### src/rtl/pchg_gate_ctrl.sv
module pchg_gate_ctrl #(
  parameter int NUM_SUB = 8,
  parameter int CNT_W   = 6,
  parameter int IVL_W   = 16
) (
  input  logic                       clk,
  input  logic                       rst_n,
  input  logic                       acc_valid,
  input  logic [$clog2(NUM_SUB)-1:0] acc_sub,
  input  logic [IVL_W-1:0]           interval_len,
  input  logic [CNT_W-1:0]           threshold,
  output logic [NUM_SUB-1:0]         pre_en,
  output logic                       slow_acc
);
  localparam int SEL_W = $clog2(NUM_SUB);
  localparam logic [CNT_W-1:0] CNT_MAX = {CNT_W{1'b1}};

  logic [IVL_W-1:0] ivl_cnt;
  logic [IVL_W-1:0] ivl_last;
  logic             boundary;
  logic [CNT_W-1:0] use_cnt [NUM_SUB];
  logic [CNT_W-1:0] use_eff [NUM_SUB];
  logic [NUM_SUB-1:0] hit;

  assign ivl_last = (interval_len == '0) ? '0 : interval_len - 1'b1;
  assign boundary = (ivl_cnt >= ivl_last);

  always_ff @(posedge clk or negedge rst_n)
    if (!rst_n)        ivl_cnt <= '0;
    else if (boundary) ivl_cnt <= '0;
    else               ivl_cnt <= ivl_cnt + 1'b1;

  for (genvar g = 0; g < NUM_SUB; g++) begin : g_sub
    assign hit[g]     = acc_valid && (acc_sub == SEL_W'(g));
    assign use_eff[g] = (hit[g] && use_cnt[g] != CNT_MAX) ? use_cnt[g] + 1'b1 : use_cnt[g];

    always_ff @(posedge clk or negedge rst_n)
      if (!rst_n)        use_cnt[g] <= '0;
      else if (boundary) use_cnt[g] <= '0;
      else               use_cnt[g] <= use_eff[g];
  end

  always_ff @(posedge clk or negedge rst_n)
    if (!rst_n) begin
      pre_en <= '1;
    end else begin
      for (int i = 0; i < NUM_SUB; i++)
        if (boundary)    pre_en[i] <= (use_eff[i] >= threshold) || hit[i];
        else if (hit[i]) pre_en[i] <= 1'b1;
    end

  always_ff @(posedge clk or negedge rst_n)
    if (!rst_n) slow_acc <= 1'b0;
    else        slow_acc <= acc_valid && !pre_en[acc_sub];


  reset_state_chk: assert property (@(posedge clk) !rst_n |=> (&pre_en && !slow_acc));


  ivl_advance_chk: assert property (@(posedge clk) disable iff (!rst_n)
    !boundary |=> ivl_cnt == $past(ivl_cnt) + 1'b1);


  cnt_clear_chk: assert property (@(posedge clk) disable iff (!rst_n)
    boundary |=> use_cnt[0] == '0 || use_cnt[0] == CNT_W'(1));


  slow_src_chk: assert property (@(posedge clk) disable iff (!rst_n)
    slow_acc |-> $past(acc_valid));


  reenable_chk: assert property (@(posedge clk) disable iff (!rst_n)
    acc_valid |=> pre_en[$past(acc_sub)]);


  warm_hit_chk: assert property (@(posedge clk) disable iff (!rst_n)
    (acc_valid && pre_en[acc_sub]) |=> !slow_acc);


  quiet_hold_chk: assert property (@(posedge clk) disable iff (!rst_n)
    !(acc_valid || boundary) |=> $stable(pre_en));
endmodule

### config.mk
export PLATFORM = sky130hd
export DESIGN_NAME = pchg_gate_ctrl
export DESIGN_NICKNAME = d
export VERILOG_FILES = /design/src/rtl/pchg_gate_ctrl.sv
export SDC_FILE = /design/constraint.sdc
export NUM_CORES = 1
export LEC_CHECK = 0
export ABC_AREA = 0
export BUFFER_PORTS_ARGS = -buffer_cell sky130_fd_sc_hd__buf_2
export CAP_MARGIN = 5
export CELL_PAD_IN_SITES_DETAIL_PLACEMENT = 1
export CELL_PAD_IN_SITES_GLOBAL_PLACEMENT = 1
export CORE_MARGIN = 5
export CORE_UTILIZATION = 40
export CTS_BUF_LIST = sky130_fd_sc_hd__clkbuf_8
export DETAILED_ROUTE_END_ITERATION = 12
export GPL_TIMING_DRIVEN = 0
export PLACE_DENSITY = 0.83
export SLEW_MARGIN = 20
export SYNTH_ARGS = -nofsm -noshare
export SYNTH_HDL_FRONTEND = slang
export SYNTH_SLANG_ARGS = --single-unit
### constraint.sdc
create_clock -name clk -period 1.98 [get_ports clk]
set_clock_uncertainty 0.1 [all_clocks]
set_input_delay 0.396 -clock clk [delete_from_list [all_inputs] [get_ports clk]]
set_output_delay 0.396 -clock clk [all_outputs]
set_load 0.02 [all_outputs]
After elaboration in Yosys (flattened, before gate mapping)
Cells that the tools add are included.
{"block": "totals", "latchBits": 0, "in_bits": 28, "out_inout_bits": 9, "mem_count": 0, "mem_bits_ro": 0, "word_cells": 125, "ramBits": 0, "register_bits": 73}
{"block": "classes", "n_reduce_logical": 36, "n_mul": 0, "n_mux": 36, "div_mod_pow": 0, "n_shift": 0, "add_sub_neg": 10, "eq_ne": 15, "n_lt_le_gt_ge": 10, "bitwise_logic": 0}
{"operator": "6-bit two-way mux", "count": 16}
{"operator": "6-bit by 1-bit adder with 6-bit output (second input constant)", "count": 8}
{"operator": "6-bit greater-or-equal comparator", "count": 8}
{"operator": "6-bit inequality test (second input constant)", "count": 8}
{"operator": "16-bit two-way mux", "count": 2}
{"operator": "1-bit logical AND", "count": 17}
{"operator": "1-bit two-way mux", "count": 17}
{"operator": "16-bit by 1-bit adder with 16-bit output (second input constant)", "count": 1}
{"operator": "16-bit greater-or-equal comparator", "count": 1}
{"operator": "16-bit zero test", "count": 1}
{"operator": "2-bit nonzero test", "count": 8}
{"operator": "16-bit by 1-bit subtractor with 16-bit output (second input constant)", "count": 1}
{"operator": "3-bit equality test (second input constant)", "count": 4}
{"operator": "1-bit logical OR", "count": 8}
{"operator": "3-bit by 2-bit equality test with 1-bit output (second input constant)", "count": 2}
{"operator": "3-bit by 4-bit less-than comparator with 1-bit output (second input constant)", "count": 1}
{"operator": "1-bit binary-select mux with 3-bit select", "count": 1}
{"operator": "3-bit by 1-bit equality test with 1-bit output (second input constant)", "count": 1}
{"operator": "3-bit zero test", "count": 1}
{"operator": "1-bit zero test", "count": 1}

Longest topological paths before layout
{"block": "logic_depth", "depth_word": 7, "ltp_mapped": 14}

Least setup slack after synthesis
Ideal clock, no wire load.
{"block": "synth_path", "path_kind": "input to register", "from": "input interval_len[5]", "to": "register pre_en[6]", "t_arrival_ns": 3.222, "n_path_buf": 1, "cell_stages": 12, "setup_time_ns": 0.075, "slack_ns": -1.417, "required_time_ns": 1.805, "path_cell_list": "or4_4 or3_4 nor3_4 nand2_1 mux2i_1 ha_1 nand4_1 nor3_1 o311ai_1 nand3b_1 clkbuf_1 mux2i_1"}
{"block": "synth_via", "elab_chain_cells": 4}
{"element": "from (decl)", "line_no": "10", "source": "input logic [IVL_W-1:0] interval_len,"}
{"element": "16-bit by 1-bit subtractor with 16-bit output / 16-bit zero test (equally long branches)", "line_no": "25", "source": "assign ivl_last = (interval_len == '0) ? '0 : interval_len - 1'b1;"}
{"element": "16-bit two-way mux *", "line_no": "25"}
{"element": "16-bit greater-or-equal comparator *", "line_no": "26", "source": "assign boundary = (ivl_cnt >= ivl_last);"}
{"element": "1-bit two-way mux / 2-bit nonzero test (equally long branches)"}
{"element": "to (signal, indexed assignment)", "line_no": "48", "source": "if (boundary) pre_en[i] <= (use_eff[i] >= threshold) || hit[i];"}
{"element": "to (decl)", "line_no": "12", "source": "output logic [NUM_SUB-1:0] pre_en,"}
Every way passes the cells marked *; elsewhere a longest branch is shown, timed or not.
A chain may end at the register's enable or synchronous reset.

Worst setup path after layout
Ends and elaborated chain as after synthesis.

==> results.toml <==
[routing]
remaining_drc_errors = 0
drtPass1Iterations = 4
wl_mm = 14.0
wl_per_cell_um = 18.0
num_vias = 4243
ant_nets = 0
dr.first_iter.drc_count = 142
vias_per_cell = 5.47

[synth]
synthXorXnorAreaFrac = 0.102
syn_area_mm2 = 0.00533
synth_top_family_by_area = "simple AND/OR/NAND/NOR gates"
synth_edf_count = 0
ys_ff_latch = 73
syn_area_per_cell_um2 = 9.76
async_flop_share = 1.00
yosys-top-cells-count = "ha_1, dfrtp_1, nand2_1"
synth_nets = 649
synthMuxAreaShare = 0.0498
yosys.area_share.simple = 0.230
ys_warn_count = 0
synthAdderAreaFrac = 0.176
ys_seq_area_frac = 0.345
synth_most_common_cell = "ha_1"
synth-compound-area-share = 0.0806
yosys.area.top_type = "dfrtp_1"
synthFlopType = "dfrtp_1"
ys_types = 47
netlist_top_cells_area = "dfrtp_1, ha_1, xnor2_1"
yosysTopAreaCellShare = 0.305
synthCells = 546

[cells_and_area]
diodes = 0
area_delta_synth_final_pct = 14.4
drive_gt1_frac = 0.163
stdcell_count = 776
nets = 698

[place]
routabilityCongestion = 0.816
dp_cells = 756
dp_hpwl_mm = 10.6
io_buffer_count = 33
dpl_worst_slack_ps = -1960

[timing]
layout_min_cycle_time_ps = 3270
setup_slack_ps = -1290
slew_violations = 0
worst_pin_slew_ps = 508
finalSetupViolCount = 72
rsz0062_at_grt = "true"
final.period_utilization = 1.65
slew_headroom = 0.661
fmax_mhz = 306
hold_viol_final = 0

[clocking]
htreeDepth = 3
cts_buffer_depth = 2
cts_root_buf = "clkbuf_8"
clkSinkCount = 73
cts_tree = "yes"
clock_latency_ps = 360
clkTransAtPathRegs_ps = 80
numCtsBuffers = 9

[power]
p_leak_nw = 2.88
seq_power_share = 0.415
combPwrFrac = 0.336
total_power_mw = 5.37
power.density_mw_per_mm2 = 880
p_clk_frac = 0.249
switchingPower_mw = 1.90
cell_internal_pwr_mw = 3.47
ir_drop_v = 0.000521
sw_frac_of_total = 0.353

[global_routing]
grt_antenna_before_repair = 0
grt_use_met1 = 0.218
grt_max_degree = 41
busiest_layer = "met2"
grt_pass1_vias = 4925
overflow = 0
grt_use_total = 0.186
use_met3 = 0.0320
grt_pass1_wl_mm = 23.9
met2_usage = 0.335

[flow_run]
drv_cap = 0

[die]
core-area_mm2 = 0.0131
die_h_um = 125
boundaryPins = 37
die_area_mm2 = 0.0157
die_x_um = 125
start_util = 0.406
rows = 42

[worst_hold_path]
hold_path_class = "in2reg"

[setup_path]
crit_path_start_kind = "input pin"
crit_path_max_fanout = 10
worstPathRequired_ps = 2170
crit_type = "in2reg"
endpoint_kind = "flop"
cp.arrival_ps = 3470

[status]
outcome = "finished with violations"
violations = "negative setup slack"
[cell usage in the layout, fill, tap and decap left out, types with 10 or more instances in the layout]
cell type	n
inv_1	13
buf_2	33
mux2i_1	12
a21oi_1	17
nand3_1	13
o21ai_0	10
nand2b_1	12
o21a_1	17
nand4_1	12
xor2_1	22
nor2b_1	36
xnor2_1	40
dfrtp_1	65
nand2_1	55
clkbuf_8	10
a211oi_1	16
nor2_1	43
ha_1	75
[power by group through the flow]
stage	Clock (mW)	Sequential [mW]	Combinational, mW
after floorplan	0	2.16	1.30
after global placement	0	2.21	1.61
after detailed placement	0	2.25	1.79
after CTS	1.37	2.23	1.82
after global routing	1.43	2.28	2.11
final	1.34	2.23	1.81
[logic make-up (layout without fill, tap and decap cells)]
logic type      Yosys count  in the layout
fa+ha+maj                75             75
compound gates           67             67
xor+xnor                 62             62
mux                      23             23
flops                    73             73
simple gates            223            223
buf+inv                  23             77
[stage by stage]
step	instance area [um2]	util	setup TNS (ps)	hold slack [ps]
2_1_floorplan	5370	-	-84550	0.409
3_3_place_gp	5750	0.438	-135050	372
3_5_place_dp	5780	0.440	-135960	281
4_1_cts	6060	0.462	-90110	291
5_1_grt	6100	0.464	-102530	310
6_report	6100	0.464	-89460	308
[final cells by class]
class / instances / area [um2]
Multi-Input combinational cell: 450 / 3440
Clock buffer: 10 / 138
Timing Repair Buffer: 38 / 233
Buffer: 11 / 100
Fill cell: 1527 / 7040
Clock inverter: 6 / 82.6
Sequential cell: 73 / 1840
Tap cell: 176 / 220
Inverter: 12 / 45.0
[worst max-delay path, stage by stage]
cell and delay [ps]:
buf_2 110, or4_4 540, or3_4 390, nor3_4 190, nand2_1 110, mux2i_2 180, ha_1 310, nand4_1 190
nor3_4 220, o311ai_2 150, nand3b_1 150, buf_12 160, clkbuf_16 170, mux2i_1 200
[state kept, by name, summed over array words and instances, names as in the netlist]
register and count:
slow_acc 1, pre_en 8, ivl_cnt 16, use_cnt 48
[worst paths after layout]
path	slack, ps	start	end	cells past startpoint
max	-1290	interval_len[5]	pre_en[6]$_DFFE_PN1P_	14
min	310	acc_valid	slow_acc$_DFF_PN0_	2
max reg2reg	-590	use_cnt[0]$_DFF_PN0_	pre_en[7]$_DFFE_PN1P_	10
min reg2reg	410	ivl_cnt[0]$_DFF_PN0_	ivl_cnt[0]$_DFF_PN0_	1
max in group asynchronous	720	rst_n	pre_en[4]$_DFFE_PN1P_	3
min in group asynchronous	430	rst_n	use_cnt[7]$_DFF_PN0_	2
[what timing repair did]
item | CTS | global route
setup endpoints to repair | 72 | 72
setup buffers | 3 | 0
hold buffers | 1 | 0
gates resized for setup | 4 | 11
hold endpoints to repair | 28 | 0
pin swaps | 4 | 1
[per-layer routing]
layer  share of wire  routed length [um]  up-vias
met5               0                   0        -
met4           0.034                 473        0
met2            0.51                7140       74
li1                -                   -     2023
met3           0.029                 404       38
met1            0.43                5980     2108
(Power assumes the default switching activity.)
